==> config.mk <==
export PLATFORM = sky130hd
export DESIGN_NAME = mdio_ctrl
export DESIGN_NICKNAME = d
export VERILOG_FILES = /design/src/rtl/mdio_pkg.sv /design/src/rtl/mdio_clkgen.sv /design/src/rtl/mdio_engine.sv /design/src/rtl/mdio_regs.sv /design/src/rtl/mdio_ctrl.sv
export SDC_FILE = /design/constraint.sdc
export NUM_CORES = 1
export LEC_CHECK = 0
export ABC_CLOCK_PERIOD_IN_PS = 4390
export BUFFER_PORTS_ARGS = -buffer_cell sky130_fd_sc_hd__buf_2
export CORE_MARGIN = 2
export CORE_UTILIZATION = 34
export CTS_BUF_LIST = sky130_fd_sc_hd__clkbuf_2
export DETAILED_ROUTE_END_ITERATION = 6
export HOLD_SLACK_MARGIN = 0.03
export PLACE_DENSITY = 0.57
export SLEW_MARGIN = 15
export SYNTH_ARGS = -nofsm -noshare
export SYNTH_HDL_FRONTEND = slang
export SYNTH_SLANG_ARGS = --single-unit
==> constraint.sdc <==
create_clock -name clk_i -period 4.39 [get_ports clk_i]
set_clock_uncertainty 0.15 [all_clocks]
set_input_delay 0.2195 -clock clk_i [delete_from_list [all_inputs] [get_ports clk_i]]
set_output_delay 0.2195 -clock clk_i [all_outputs]
set_load 0.005 [all_outputs]
==> src/rtl/mdio_pkg.sv <==
package mdio_pkg;
  localparam int unsigned REG_W      = 32;
  localparam int unsigned DATA_W     = 16;
  localparam int unsigned PRE_BITS   = 32;
  localparam int unsigned FRAME_BITS = 32;
  localparam int unsigned TA_HI      = 17;
  localparam int unsigned REL_IDX    = FRAME_BITS - 1 - TA_HI;
  localparam int unsigned DATA_IDX   = FRAME_BITS - DATA_W;

  localparam logic [1:0] ADDR_FRAME = 2'd0;
  localparam logic [1:0] ADDR_EVT   = 2'd1;
  localparam logic [1:0] ADDR_MASK  = 2'd2;
  localparam logic [1:0] ADDR_SPEED = 2'd3;

  localparam logic [1:0] OP_READ = 2'b10;

  typedef enum logic [1:0] {
    PH_IDLE  = 2'd0,
    PH_PRE   = 2'd1,
    PH_FRAME = 2'd2
  } phase_e;
endpackage

==> src/rtl/mdio_clkgen.sv <==
module mdio_clkgen #(
  parameter int unsigned SPD_W = 6
) (
  input  logic             clk_i,
  input  logic             rst_ni,
  input  logic             start_i,
  input  logic             run_i,
  input  logic [SPD_W-1:0] half_i,
  output logic             mdc_o,
  output logic             rise_o,
  output logic             fall_o
);
  localparam logic [SPD_W-1:0] ONE = SPD_W'(1);

  logic [SPD_W-1:0] half_q, cnt_q;
  logic             mdc_q;
  logic             wrap;

  assign wrap   = run_i && (cnt_q == half_q - ONE);
  assign rise_o = wrap && !mdc_q;
  assign fall_o = wrap && mdc_q;
  assign mdc_o  = mdc_q;

  always_ff @(posedge clk_i or negedge rst_ni) begin
    if (!rst_ni) begin
      half_q <= '0;
      cnt_q  <= '0;
      mdc_q  <= 1'b0;
    end else if (start_i) begin
      // rate is frozen for the whole frame
      half_q <= half_i;
      cnt_q  <= '0;
      mdc_q  <= 1'b0;
    end else if (!run_i) begin
      cnt_q <= '0;
      mdc_q <= 1'b0;
    end else if (wrap) begin
      cnt_q <= '0;
      mdc_q <= ~mdc_q;
    end else begin
      cnt_q <= cnt_q + ONE;
    end
  end
endmodule

==> src/rtl/mdio_engine.sv <==
module mdio_engine
  import mdio_pkg::*;
(
  input  logic              clk_i,
  input  logic              rst_ni,
  input  logic              start_i,
  input  logic [REG_W-1:0]  cmd_i,
  input  logic              rise_i,
  input  logic              fall_i,
  input  logic              mdio_i,
  output logic              busy_o,
  output logic              done_o,
  output logic              is_read_o,
  output logic              mdio_o,
  output logic              mdio_oe_o,
  output logic [DATA_W-1:0] cap_o
);
  localparam int unsigned CNT_W = $clog2(PRE_BITS > FRAME_BITS ? PRE_BITS : FRAME_BITS);
  localparam logic [CNT_W-1:0] PRE_LAST   = CNT_W'(PRE_BITS - 1);
  localparam logic [CNT_W-1:0] FRAME_LAST = CNT_W'(FRAME_BITS - 1);
  localparam logic [CNT_W-1:0] REL_AT     = CNT_W'(REL_IDX);
  localparam logic [CNT_W-1:0] CAP_AT     = CNT_W'(DATA_IDX);

  phase_e             ph_q;
  logic [CNT_W-1:0]   cnt_q;
  logic [REG_W-1:0]   sh_q;
  logic               rd_q;
  logic [DATA_W-1:0]  cap_q;
  logic               in_frame, released, capture;

  assign in_frame  = (ph_q == PH_FRAME);
  assign released  = in_frame && rd_q && (cnt_q >= REL_AT);
  assign capture   = rise_i && in_frame && rd_q && (cnt_q >= CAP_AT);
  assign busy_o    = (ph_q != PH_IDLE);
  assign done_o    = fall_i && in_frame && (cnt_q == FRAME_LAST);
  assign is_read_o = rd_q;
  assign mdio_o    = in_frame ? sh_q[REG_W-1] : 1'b1;
  assign mdio_oe_o = busy_o && !released;
  assign cap_o     = cap_q;

  always_ff @(posedge clk_i or negedge rst_ni) begin
    if (!rst_ni) begin
      ph_q  <= PH_IDLE;
      cnt_q <= '0;
      sh_q  <= '0;
      rd_q  <= 1'b0;
    end else if (start_i) begin
      ph_q  <= PH_PRE;
      cnt_q <= '0;
      sh_q  <= cmd_i;
      rd_q  <= (cmd_i[29:28] == OP_READ);
    end else if (fall_i) begin
      unique case (ph_q)
        PH_PRE: begin
          cnt_q <= cnt_q + CNT_W'(1);
          if (cnt_q == PRE_LAST) ph_q <= PH_FRAME;
        end
        PH_FRAME: begin
          cnt_q <= cnt_q + CNT_W'(1);
          sh_q  <= {sh_q[REG_W-2:0], 1'b0};
          if (cnt_q == FRAME_LAST) ph_q <= PH_IDLE;
        end
        default: ph_q <= PH_IDLE;
      endcase
    end
  end

  always_ff @(posedge clk_i or negedge rst_ni) begin
    if (!rst_ni)      cap_q <= '0;
    else if (capture) cap_q <= {cap_q[DATA_W-2:0], mdio_i};
  end
endmodule

==> src/rtl/mdio_regs.sv <==
module mdio_regs
  import mdio_pkg::*;
#(
  parameter int unsigned SPD_W = 6
) (
  input  logic              clk_i,
  input  logic              rst_ni,
  input  logic              wr_i,
  input  logic [1:0]        addr_i,
  input  logic [REG_W-1:0]  wdata_i,
  output logic [REG_W-1:0]  rdata_o,
  input  logic              busy_i,
  input  logic              done_i,
  input  logic              is_read_i,
  input  logic [DATA_W-1:0] cap_i,
  output logic              start_o,
  output logic [REG_W-1:0]  frame_o,
  output logic [SPD_W-1:0]  spd_o,
  output logic              evt_o,
  output logic              mask_o
);
  logic [REG_W-1:0] frame_q;
  logic [SPD_W-1:0] spd_q;
  logic             evt_q, mask_q;
  logic             wr_frame, wr_evt, wr_mask, wr_spd;

  assign wr_frame = wr_i && (addr_i == ADDR_FRAME);
  assign wr_evt   = wr_i && (addr_i == ADDR_EVT);
  assign wr_mask  = wr_i && (addr_i == ADDR_MASK);
  assign wr_spd   = wr_i && (addr_i == ADDR_SPEED);
  assign start_o  = wr_frame && !busy_i && (spd_q != '0);

  always_ff @(posedge clk_i or negedge rst_ni) begin
    if (!rst_ni)                  frame_q <= '0;
    else if (start_o)             frame_q <= wdata_i;
    else if (done_i && is_read_i) frame_q[DATA_W-1:0] <= cap_i;
  end

  always_ff @(posedge clk_i or negedge rst_ni) begin
    if (!rst_ni) begin
      evt_q  <= 1'b0;
      mask_q <= 1'b0;
      spd_q  <= '0;
    end else begin
      if (done_i)                  evt_q <= 1'b1;
      else if (wr_evt && wdata_i[0]) evt_q <= 1'b0;
      if (wr_mask) mask_q <= wdata_i[0];
      if (wr_spd)  spd_q  <= wdata_i[SPD_W:1];
    end
  end

  always_comb begin
    unique case (addr_i)
      ADDR_FRAME: rdata_o = frame_q;
      ADDR_EVT:   rdata_o = {{(REG_W-1){1'b0}}, evt_q};
      ADDR_MASK:  rdata_o = {{(REG_W-1){1'b0}}, mask_q};
      default:    rdata_o = {{(REG_W-SPD_W-1){1'b0}}, spd_q, 1'b0};
    endcase
  end

  assign frame_o = frame_q;
  assign spd_o   = spd_q;
  assign evt_o   = evt_q;
  assign mask_o  = mask_q;
endmodule

==> src/rtl/mdio_ctrl.sv <==
module mdio_ctrl
  import mdio_pkg::*;
#(
  parameter int unsigned SPD_W = 6
) (
  input  logic        clk_i,
  input  logic        rst_ni,
  input  logic        reg_wr_i,
  input  logic [1:0]  reg_addr_i,
  input  logic [31:0] reg_wdata_i,
  output logic [31:0] reg_rdata_o,
  output logic        mdc_o,
  output logic        mdio_o,
  output logic        mdio_oe_o,
  input  logic        mdio_i,
  output logic        irq_o
);
  logic              start, busy, done, is_read, rise, fall;
  logic              evt_q, mask_q;
  logic [DATA_W-1:0] cap;
  logic [REG_W-1:0]  frame_q;
  logic [SPD_W-1:0]  spd;

  mdio_regs #(.SPD_W(SPD_W)) u_regs (
    .clk_i, .rst_ni,
    .wr_i(reg_wr_i), .addr_i(reg_addr_i), .wdata_i(reg_wdata_i), .rdata_o(reg_rdata_o),
    .busy_i(busy), .done_i(done), .is_read_i(is_read), .cap_i(cap),
    .start_o(start), .frame_o(frame_q), .spd_o(spd), .evt_o(evt_q), .mask_o(mask_q)
  );

  mdio_clkgen #(.SPD_W(SPD_W)) u_clk (
    .clk_i, .rst_ni, .start_i(start), .run_i(busy), .half_i(spd),
    .mdc_o, .rise_o(rise), .fall_o(fall)
  );

  mdio_engine u_eng (
    .clk_i, .rst_ni, .start_i(start), .cmd_i(reg_wdata_i),
    .rise_i(rise), .fall_i(fall), .mdio_i,
    .busy_o(busy), .done_o(done), .is_read_o(is_read),
    .mdio_o, .mdio_oe_o, .cap_o(cap)
  );

  assign irq_o = evt_q & mask_q;
endmodule

# Yosys cells after proc, flatten, opt, wreduce, memory -nomap -nowiden
# Index checks and enable logic that the tools add are counted.
# word_totals
output_inout_bits,36
reg_bits,109
input_bits,38
# classes
n_bitwise,2
n_lt_le_gt_ge,2
add_sub_neg,3
muxes,23
n_reduce_logical,34
eq_ne,11
# op_table
cell,count
$mux W32,3
$pmux W32 S3,1
$mux W16,2
$logic_and A1 B1 Y1,19
$mux W6,3
$mux W5,3
$reduce_bool A2 Y1,6
$eq A2 B2 Y1 const B,4
$mux W2,4
$add A6 B1 Y6 const B,1
$eq A6 B6 Y1,1
$mux W1,6
$ne A3 B3 Y1 const B,2
$reduce_bool A6 Y1,1
$sub A6 B1 Y6 const B,1
$add A5 B1 Y5 const B,1
$eq A5 B5 Y1 const B,1
$ge A5 B4 Y1 const B,1
$ge A5 B5 Y1 const B,1
$eq A2 B1 Y1 const B,2
$pmux W2 S2,1
$reduce_and A2 Y1,2
$logic_not A1 Y1,3
$ne A3 B2 Y1 const B,1
5 further kinds,5

# Logic depth before layout (Yosys ltp)
# Gate-level depths: netlist of the first run.
# logic_depth
depth_word,9
mapped_depth,9
ltp_nobuf,7

# Hierarchy
# A second synthesis of the first run with hierarchy kept.
# hier_totals
hier_cells,438
area_unflattened_um2,5232.5
# by_module_without_submodules
mod,area_each_um2,cells_each,n_inst
mdio_engine,2557.5,225,1
mdio_regs,1991.9,150,1
mdio_clkgen,676.9,62,1
mdio_ctrl,6.3,1,1

# Worst setup path after synthesis of the first run
# No wires, ideal clock.
# synth_timing
kind,register to register
from,register u_clk.half_q[0]
to,register u_eng.cap_q[10] (netlist: u_eng.cap_o[10])
arrival_time_ns,2.352
path_slack_ns,1.764
period_less_slack_ns,2.626
n_path_buf,1
setup_time_ns,0.125
path_stages_with_launch,9
required_ns,4.115
cell_sequence,dfrtp_1 -> inv_1 -> ha_1 -> nor2b_1 -> or3_4 -> a31o_4 -> nor4_4 -> buf_6 -> mux2_2
# synth_via
elab_chain_len,7
# synth_lines
item,line,rtl
"start, declared",mdio_clkgen.sv:15,"logic [SPD_W-1:0] half_q, cnt_q;"
"start signal, assigned",mdio_clkgen.sv:31,half_q <= half_i;
$sub A6 B1 Y6,mdio_clkgen.sv:19,assign wrap = run_i && (cnt_q == half_q - ONE);
$eq A6 B6 Y1,mdio_clkgen.sv:19,
$logic_and A1 B1 Y1,mdio_clkgen.sv:19,
$logic_and A1 B1 Y1,mdio_clkgen.sv:20,assign rise_o = wrap && !mdc_q;
$logic_and A1 B1 Y1 (3 in a row),mdio_engine.sv:33,assign capture = rise_i && in_frame && rd_q && (cnt_q >= CAP_AT);
"end signal, assigned",mdio_engine.sv:70,"else if (capture) cap_q <= {cap_q[DATA_W-2:0], mdio_i};"
"end, declared",mdio_engine.sv:28,logic [DATA_W-1:0] cap_q;
# No other way between the ends.
# A chain may end at the register's enable or synchronous reset.

# Final worst setup path of the first run
# layout_timing
from,register u_clk.half_q[0]
to,register u_eng.cap_q[1] (netlist: u_eng.cap_o[1])
# The elaborated chain is that of the path after synthesis.

==> results of run 1 <==
power by group through the flow:
stage / Sequential (mW) / Clock [mW] / Combinational (mW)
after floorplan: 1.55 / 0 / 1.03
after global placement: 1.61 / 0 / 1.30
after detailed placement: 1.62 / 0 / 1.33
after CTS: 1.60 / 0.483 / 1.38
after global routing: 1.65 / 0.521 / 1.53
final: 1.60 / 0.461 / 1.37
routing by layer:
metal  vias up  GRT usage  share of wire
met2        72     0.2547           0.48
met4         0    0.06199          0.020
met1      2050     0.2162           0.47
met3        18    0.02337          0.034
met5         -          0              0
li1       2018          -              -
cells by family (layout without fill, tap and decap cells):
logic type,Yosys count,count (layout),share of synthesized area
AOI/OAI and AO/OA,89,89,0.1296
xor gates and xnor gates,10,10,0.01628
adders and majority gates,7,7,0.01628
buffers and inverters,41,149,0.03606
DFF,109,109,0.5071
muxes,41,41,0.09235
other,0,1,0
and+or+nand+nor,217,217,0.2024
stage by stage:
| step | util | power (mW) |
|---|---|---|
| floorplan | - | 2.578 |
| global placement | 0.3867 | 2.910 |
| detailed placement | 0.3867 | 2.952 |
| CTS | 0.4227 | 3.460 |
| global route | 0.4230 | 3.703 |
| finish | 0.4232 | 3.430 |
path summary, 6_finish.rpt:
check                                                      end                            from  cells after the start
worst max-delay path                u_eng.cap_o[1]$_DFFE_PN0P_     u_clk.half_q[0]$_DFFE_PN0P_                      7
worst min-delay path            u_regs.frame_o[23]$_DFFE_PN0P_                          rst_ni                      2
worst max register to register      u_eng.cap_o[1]$_DFFE_PN0P_     u_clk.half_q[0]$_DFFE_PN0P_                      7
worst min register to register  u_regs.frame_o[22]$_DFFE_PN0P_  u_regs.frame_o[22]$_DFFE_PN0P_                      2
max in group asynchronous           u_eng.cap_o[4]$_DFFE_PN0P_                          rst_ni                      3
min in group clk_i              u_regs.frame_o[26]$_DFFE_PN0P_                 reg_wdata_i[26]                      4
critical path: cells and delay by family (launching register included):
family	cells	cell delay [ps]
flip-flops	1	470
buffers and inverters	1	70
AND/OR/NAND/NOR	3	1390
multiplexers	1	420
AO/OA/AOI/OAI	1	340
adder cells (fa/ha/maj)	1	230
state kept, by name, indices dropped and copies added (netlist names):
signal / count
u_eng.sh_q: 32
u_regs.frame_o: 32
u_eng.cap_o: 16
u_clk.cnt_q: 6
u_clk.half_q: 6
u_regs.spd_o: 6
u_eng.cnt_q: 5
u_eng.ph_q: 2
u_clk.mdc_o: 1
u_eng.is_read_o: 1
u_regs.evt_o: 1
u_regs.mask_o: 1
final cells by class:
type | instances | share of cell area
Antenna cell | 1 | 0.0003861
Clock buffer | 9 | 0.006950
Clock inverter | 7 | 0.01023
Inverter | 7 | 0.004054
Multi-Input combinational cell | 364 | 0.3817
Sequential cell | 109 | 0.4208
Tap cell | 211 | 0.04073
Timing Repair Buffer | 126 | 0.1351
layout by cell type, fill, tap and decap left out, types with 4 or more instances in the layout:
cell                            instances
sky130_fd_sc_hd__a21o_1                 6
sky130_fd_sc_hd__a21oi_1                4
sky130_fd_sc_hd__a221o_1               11
sky130_fd_sc_hd__a22o_1                 9
sky130_fd_sc_hd__a31oi_1                5
sky130_fd_sc_hd__and2_1                47
sky130_fd_sc_hd__buf_2                 72
sky130_fd_sc_hd__buf_4                 10
sky130_fd_sc_hd__clkbuf_2               9
sky130_fd_sc_hd__dfrtp_1              109
sky130_fd_sc_hd__dlygate4sd3_1         44
sky130_fd_sc_hd__ha_1                   7
sky130_fd_sc_hd__inv_1                  7
sky130_fd_sc_hd__mux2_2                28
sky130_fd_sc_hd__mux2_4                10
sky130_fd_sc_hd__nand2_1              108
sky130_fd_sc_hd__nand3_1                7
sky130_fd_sc_hd__nand4_1               15
sky130_fd_sc_hd__nor2_1                 9
sky130_fd_sc_hd__nor3_1                 8
sky130_fd_sc_hd__o211ai_1              21
sky130_fd_sc_hd__o21ai_0               10
sky130_fd_sc_hd__o31a_1                 4
sky130_fd_sc_hd__o31ai_1               10
sky130_fd_sc_hd__xnor2_1                6
sky130_fd_sc_hd__xor2_1                 4
==> flow_results.org, run 1 <==
** Run status
- The flow ran to the end, and the final reports show no timing, DRC or antenna violations.

** Global routing
- In the global route stage, overall resource usage came out at 0.1582.
- The via count of the first global-routing pass came to 4182.
- The total overflow left after global routing is 0.
- Antenna violations before repair :: 0
- Entering global routing, the biggest net connects 74 pins.
- The first global-routing pass estimated 21000 microns of wire.

** Logic synthesis
- Post-synth ARST share :: 1.000
- Post-synth top cells :: sky130_fd_sc_hd__dfrtp_1 (109), sky130_fd_sc_hd__nand2_1 (108), sky130_fd_sc_hd__and2_1 (47), sky130_fd_sc_hd__mux2_2 (28)
- Cells after Synth :: 514
- Yosys instantiated no cell more often than sky130_fd_sc_hd__dfrtp_1.
- Cell types with the largest area share after synthesis :: sky130_fd_sc_hd__dfrtp_1 (51%), sky130_fd_sc_hd__nand2_1 (7.5%), sky130_fd_sc_hd__mux2_2 (5.9%)
- Cell type with the highest aggregate area in the netlist :: sky130_fd_sc_hd__dfrtp_1
- The average instance in the mapped netlist occupies 10.46 sq um.
- The number of different library cells used by synthesis comes to 50.
- The most used flip-flop cell after synthesis is sky130_fd_sc_hd__dfrtp_1.
- Netlist Area Pre-Place :: 5379 sq um
- Part of the Yosys area used for sequential elements :: 0.5071
- Syn_nets :: 559
- Number of enable flip-flop cells after synthesis :: 0
- The synthesized design contains 109 register bits.
- Total number of yosys warnings :: 0
- Of the post-synthesis cell area, the dominant cell type holds 0.5071.

** Cells and area
- Compared with the post-synthesis result, the final layout area differs by 20.49%.
- The final layout contains 662 nets.
- Share of post-route cells with drive strength above 1 :: 0.2283
- Post-route design area :: 6481 sq um
- The multi-input combinational cells in the finished layout cover a total of 2474 sq um.
- Seq. cell area :: 2728 sq um
- Filler Cell Count :: 1562
- Once layout is complete, the cells apart from fillers number 834.

** Setup path
- For the worst setup path, the data arrival time is 3540 ps.
- CP max-delay cell :: sky130_fd_sc_hd__nor4_4
- The worst setup path is launched from a flop.
- Setup slack on the worst reg-to-reg path comes out at 1210 ps.
- The largest single stage delay on the critical path is 880 ps.
- Nature of the critical path endpoint :: flop
- The critical path goes through inv_1 -> ha_1 -> nor2b_1 -> or3_4 -> a31o_4 -> nor4_4 -> mux2_2.
- In this run the worst path has a maximum fanout of 24.
- Start-to-end type of the worst setup path :: reg -> reg
- STA puts the critical path data required time at 4760 ps.

** CTS
- The clock tree synthesis step divided the H-tree into 3 levels.
- After clock tree synthesis, the setup repair step added 0 buffers.
- TritonCTS created 9 clock buffers.
- Maximum clock path buffer count :: 2
- Hold Buf Count CTS :: 44
- Clock-pin slew was measured on the worst setup and hold paths at 280 ps.
- For the worst-skew pair, the clock arrives at the later sink with an insertion delay of 620 ps.
- TritonCTS built the clock tree.
- In this run the clock root is driven by a sky130_fd_sc_hd__clkbuf_2.
- Total number of clock tree sinks :: 109
- Number of gates given a new drive strength after cts :: 0

** Job
- Max-cap violations in this run came to 0.

** Timing
- The max-slew violation count is 0.
- In the final timing run, aggregate negative setup slack is 0 ps.
- Transition time at the pin with the least slew margin :: 979.8 ps
- Hold Fails Final Rpt :: 0
- Max Clk Rate :: 314.8 MHz
- WHS :: 88.51 ps
- Setup violations remaining at the end of the flow were counted as 0.
- Minimum clock period after layout :: 3177 ps
- Final worst setup slack :: 1213 ps
- Share of the cycle needed by the critical path after routing :: 0.7236
- Setup repair after global routing left no endpoint under its margin.
- In this run the tightest slew margin relative to its limit is 0.3419.

** Power and ir drop
- The internal power of the cells totals 2.117 mW.
- The share of total power dissipated in sequential elements is 0.466.
- Sw Share :: 0.3829
- Lkg Pwr :: 3.128 nW
- Maximum vdd drop :: 0.2400 mV
- Sw Pwr :: 1.313 mW
- Of the total power, combinational logic draws 0.400.
- Dividing total power by cell area gives a power density of 529.2 nW/um^2.
- Of the total power, the clock network draws 0.134.

** Place
- Prior to clock tree synthesis, the placed netlist has a worst setup slack of 1201 ps.
- DP Area :: 5922 sq um
- Detailed placement HPWL :: 8700 microns
- At the end of routability-driven placement, the weighted congestion stood at 0.7770.
- In this run, placement finished with an instance count of 773.
- Buffers placed on the I/O ports in this run total 73.

** Die
- DIE HEIGHT :: 129.8 microns
- The floorplan step defined a die boundary enclosing 16840 sq um.
- After floorplanning, the core was divided into 45 placement rows.
- Measured along the x axis, the die boundary spans 129.8 microns.
- Pin placement for this block handled 74 I/O pins.
- In this run the standard cell core region covers 15310 sq um.
- Starting Density :: 0.3512

** Detailed routing
- The first detailed-routing pass took 4 iterations.
- Number of design-rule violations left by the first detailed-router iteration :: 277
- Summing over every cut layer, the via total after detailed routing is 4158.
- In the routed layout, each cell is associated on average with a via count of 4.986.
- Once detail routing completed, the nets flagged for antenna violations numbered 0.
- Post-detailed-routing wire length :: 12910 microns
- Dividing the detail-routed wire length by the instance count gives 15.48 microns.
- Number of remaining DRC errors :: 0

** Hold path
- The path class of the tightest hold or removal check is in -> async.
Power figures use the tool's default switching activity.
==> inputs of run 2 (changes only) <==
ABC_AREA = 1   (was default)
ABC_CLOCK_PERIOD_IN_PS = 2600   (was 4390)
PLACE_DENSITY = 0.59   (was 0.57)
clock period = 2.6 ns   (was 4.39 ns; I/O delays follow)
==> run 2 against run 1 <==
Cell area up 2.1%. Sequential cell count unchanged. Clock-buffer cell count unchanged. Critical path type unchanged. Via count up 11%. Register-to-register slack worse by 930 ps. Largest power group unchanged. Critical path depth up 7.
==> flow_results.org, run 2 <==
** Detailed routing
- The remaining design rule violation count was 0 (unchanged).
- Number of search-and-repair iterations in the first detailed-routing pass :: 4 (unchanged)
- Vias post-DR :: 4633 (+11%)
- The detailed-route wire length on metal 1 was 6312 microns (+3.8%).
- Uppermost metal layer occupied by signal nets :: met4
- Final ANT Viol Nets :: 0 (unchanged)
- The average wire per standard cell is 12.60 microns (-19%).
- Wire length on met3 :: 352 microns (-20%)
- Detailed-route vias per instance :: 4.520 (-9.3%)
- The detailed-routed wire length on met2 was 6102 microns (-0.55%).
- The number of violations reported at the end of detailed-routing iteration 0 was 400 (+44%).
- The detailed-route wire length is 12920 microns (about the same).

** CTS
- The number of clock sinks seen by CTS was 109 (unchanged).
- CTS clock-pin slew for the worst setup and hold paths :: 310 ps (+30 ps)
- CTS H-tree depth :: 3 (unchanged)
- TritonCTS built the clock tree.
- Clk Latency, worst-skew pair :: 630 ps (about the same)
- TritonCTS Buffers :: 9 (unchanged)
- The number of buffers on the longest clock path came to 2 (unchanged).
- CTS placed an instance of sky130_fd_sc_hd__clkbuf_2 at the clock tree root.

** Logic synthesis
- Cells after Synth :: 694 (+35%)
- Post-synth top cells :: sky130_fd_sc_hd__nand2_1 (242), sky130_fd_sc_hd__dfrtp_1 (109), sky130_fd_sc_hd__o21ai_0 (75), sky130_fd_sc_hd__inv_1 (74), sky130_fd_sc_hd__nor2_1 (55)
- The number of enable-type register cells in the synthesized netlist was 0 (unchanged).
- Post-synthesis sequential element count :: 109 (unchanged)
- Total number of yosys warnings :: 0 (unchanged)
- The cell area after synthesis is 5351 sq um (-0.51%).
- The post-synthesis sequential area ratio was 0.5097 (+0.002608).
- The number of nets in the synthesized netlist came to 739 (+32%).
- Syn avg cell area :: 7.711 sq um (-26%)
- Count leader, synth :: sky130_fd_sc_hd__nand2_1
- By area the synthesized netlist is led by sky130_fd_sc_hd__dfrtp_1 (51%), sky130_fd_sc_hd__nand2_1 (17%), sky130_fd_sc_hd__o21ai_0 (7.0%).
- The share of synthesized flip-flops with an asynchronous set or reset was 1.000 (unchanged).
- The largest total area in the synthesized netlist belongs to sky130_fd_sc_hd__dfrtp_1.
- The top-area cell type share of the netlist area was 0.5097 (+0.002608).
- The post-synthesis cell type count was 35 (-30%).
- Synth Flop Type :: sky130_fd_sc_hd__dfrtp_1

** Setup path
- STA classifies the critical path startpoint as a flop.
- The cell that appears most often on the critical path is sky130_fd_sc_hd__nand2_1.
- The required time of the critical path came to 3000 ps (-1760 ps).
- Nature of the critical path endpoint :: flop
- The signal on the critical path passes through inv_2 -> ha_1 -> inv_1 -> nand2_1 -> nand2_1 -> nor2_1 -> nand3_1 -> nor2_2 -> nand4_4 -> nor2_8 -> nand3_4 -> buf_4 -> nand3_1 -> nand2_1.
- Maximum cell stage delay along the critical path :: 480 ps (-400 ps)
- Start-to-end type of the worst setup path :: reg -> reg
- The number of buffer and inverter stages on the critical path is 3 (+2).
- The data arrival time at the worst-slack endpoint was 2720 ps (-820 ps).
- In this design, the largest share of critical-path delay is due to simple AND/OR/NAND/NOR gates.
- CP max-delay cell :: sky130_fd_sc_hd__dfrtp_1
- Maximum fanout along the worst path :: 6 (-75%)

** Run status
- Status :: finished, final reports clean

** Timing
- The final worst-path setup slack is 279.1 ps (-934.2 ps).
- Final-report setup violation count :: 0 (unchanged)
- The worst slack on hold paths was 89.39 ps (+0.8786 ps).
- Hold Fails Final Rpt :: 0 (unchanged)
- The worst slew margin relative to its limit is 0.7227 (+0.3808).
- The max-slew violation count was 0 (unchanged).
- The final clock period utilization by the worst path came to 0.8926 (+0.1690).
- The total negative setup slack is 0 ps (unchanged).
- The highest attainable clock frequency is 430.9 MHz (+37%).
- Transition time at the pin with the least slew margin :: 414.8 ps (-565.0 ps)
- Minimum clock period after layout :: 2321 ps (-855.8 ps)
- Setup repair after global routing left no endpoint under its margin.

** Die
- The top-level I/O count was 74 (unchanged).
- DIE AREA :: 16760 sq um (-0.50%)
- The y dimension of the die was 129.5 microns (-0.25%).
- Starting Density :: 0.3494 (-0.001797)
- The x dimension of the die was 129.5 microns (-0.25%).
- The area of the placeable core is 15310 sq um (unchanged).
- Cell row count :: 45 (unchanged)

** Cells and area
- The final design utilization was 0.4319 (+0.008741).
- Post-route design area :: 6615 sq um (+2.1%)
- From synthesis to final layout, the design area changed by 23.61%.
- The share of cells above drive strength 1 was 0.1488 (-0.07946).
- Leaving out fill and tap cells, the most frequent cell in the layout is sky130_fd_sc_hd__nand2_1.
- The number of standard cells in the layout, taps in and fillers out came to 1025 (+23%).
- Total Nets Final :: 853 (+29%)
- The library cells used most frequently in the layout, excluding fill and tap cells, are sky130_fd_sc_hd__nand2_1 (242), sky130_fd_sc_hd__dfrtp_1 (109), sky130_fd_sc_hd__o21ai_0 (75), sky130_fd_sc_hd__inv_1 (73), sky130_fd_sc_hd__buf_2 (72).

** Power and ir drop
- Pwr dens :: 418.4 nW/um^2 (-21%)
- Maximum vdd drop :: 0.1892 mV (-21%)
- Lkg Pwr :: 3.610 nW (+15%)
- The overall power is 2.768 mW (-19%).

** Place
- The HPWL after detailed placement came to 8442 microns (-3.0%).
- Quantity of I/O buffers inserted on ports :: 73 (unchanged)
- Routability congestion estimate :: 0.8000 (+3.0%)
- The area after detailed placement is 5949 sq um (+0.46%).
- The number of placed instances, taps included came to 956 (+24%).
- DP Worst Slack :: 198.7 ps (-1002 ps)

** Global routing
- Largest net degree at the start of global routing :: 87 (+18%)
- The via count of the first global-routing pass is 4469 (+6.9%).
- Antenna violations before repair :: 1 (+1)
- GRT overflow :: 0 (unchanged)
- The global routing usage summed across all routing layers is 0.1633 (+0.005136).
- The wire length of the first global-routing pass came to 21780 microns (+3.7%).

** Job
- The count of maximum capacitance violations was 0 (unchanged).

** Hold path
- Path class of the lowest-slack min-delay path :: in -> reg
[run 2: per-layer routing]
metal / up-vias / global-route usage
met4: 0 / 0.06325
met2: 59 / 0.2697
li1: 2394 / -
met3: 9 / 0.01899
met1: 2171 / 0.2210
met5: - / 0
[run 2: repair_timing]
| item | in CTS | in global routing |
|---|---|---|
| gates resized for setup | 0 | 3 |
| endpoints found under the setup margin | 0 | 40 |
| hold buffers | 49 | 0 |
| buffers inserted | 0 | 3 |
| endpoints found under the hold margin | 184 | 0 |
[run 2: worst min-delay path, delay by kind of cell]
family	cells	cell delay, ps
and+or+nand+nor	1	60
buffers and inverters	2	620
AOI/OAI and AO/OA	1	60
[run 2: path summary, 6_finish.rpt]
path                                             startpoint  depth (start not counted)                              to  slack (ps)
worst max-delay path            u_clk.half_q[0]$_DFFE_PN0P_                         14  u_regs.frame_o[13]$_DFFE_PN0P_         280
worst min-delay path                        reg_wdata_i[27]                          4  u_regs.frame_o[27]$_DFFE_PN0P_          90
worst max register to register  u_clk.half_q[0]$_DFFE_PN0P_                         14  u_regs.frame_o[13]$_DFFE_PN0P_         280
worst min register to register    u_eng.sh_q[8]$_DFFE_PN0P_                          2       u_eng.sh_q[8]$_DFFE_PN0P_         370
max in group asynchronous                            rst_ni                          4       u_eng.sh_q[9]$_DFFE_PN0P_        1630
min in group asynchronous                            rst_ni                          4      u_eng.sh_q[27]$_DFFE_PN0P_         370
[run 2: kinds of logic after synthesis]
logic type	share of synthesized area
XOR/XNOR	0.009820
AND/OR/NAND/NOR	0.2829
AO/OA/AOI/OAI	0.09867
adder cells (fa/ha/maj)	0.01637
buffers and inverters	0.08253
flip-flops	0.5097
[run 2: final cells by class]
| class | instances | area (sq um) |
|---|---|---|
| timing repair buffer | 134 | 1008 |
| tap | 211 | 264.0 |
| inverter | 80 | 300.3 |
| antenna | 1 | 2.502 |
| multi-input combinational | 474 | 2201 |
| sequential | 109 | 2728 |
| clock inverter | 7 | 66.31 |
| fill | 1626 | 8700 |
| clock buffer | 9 | 45.04 |
[run 2: power breakdown]
part           internal, mW  total [mW]  leakage [nW]  switching [mW]
Clock                 0.213       0.796        0.0614           0.583
Sequential             1.72        1.73          1.29          0.0108
Combinational         0.124       0.243          2.26           0.119
Total                  2.05        2.77          3.61           0.713
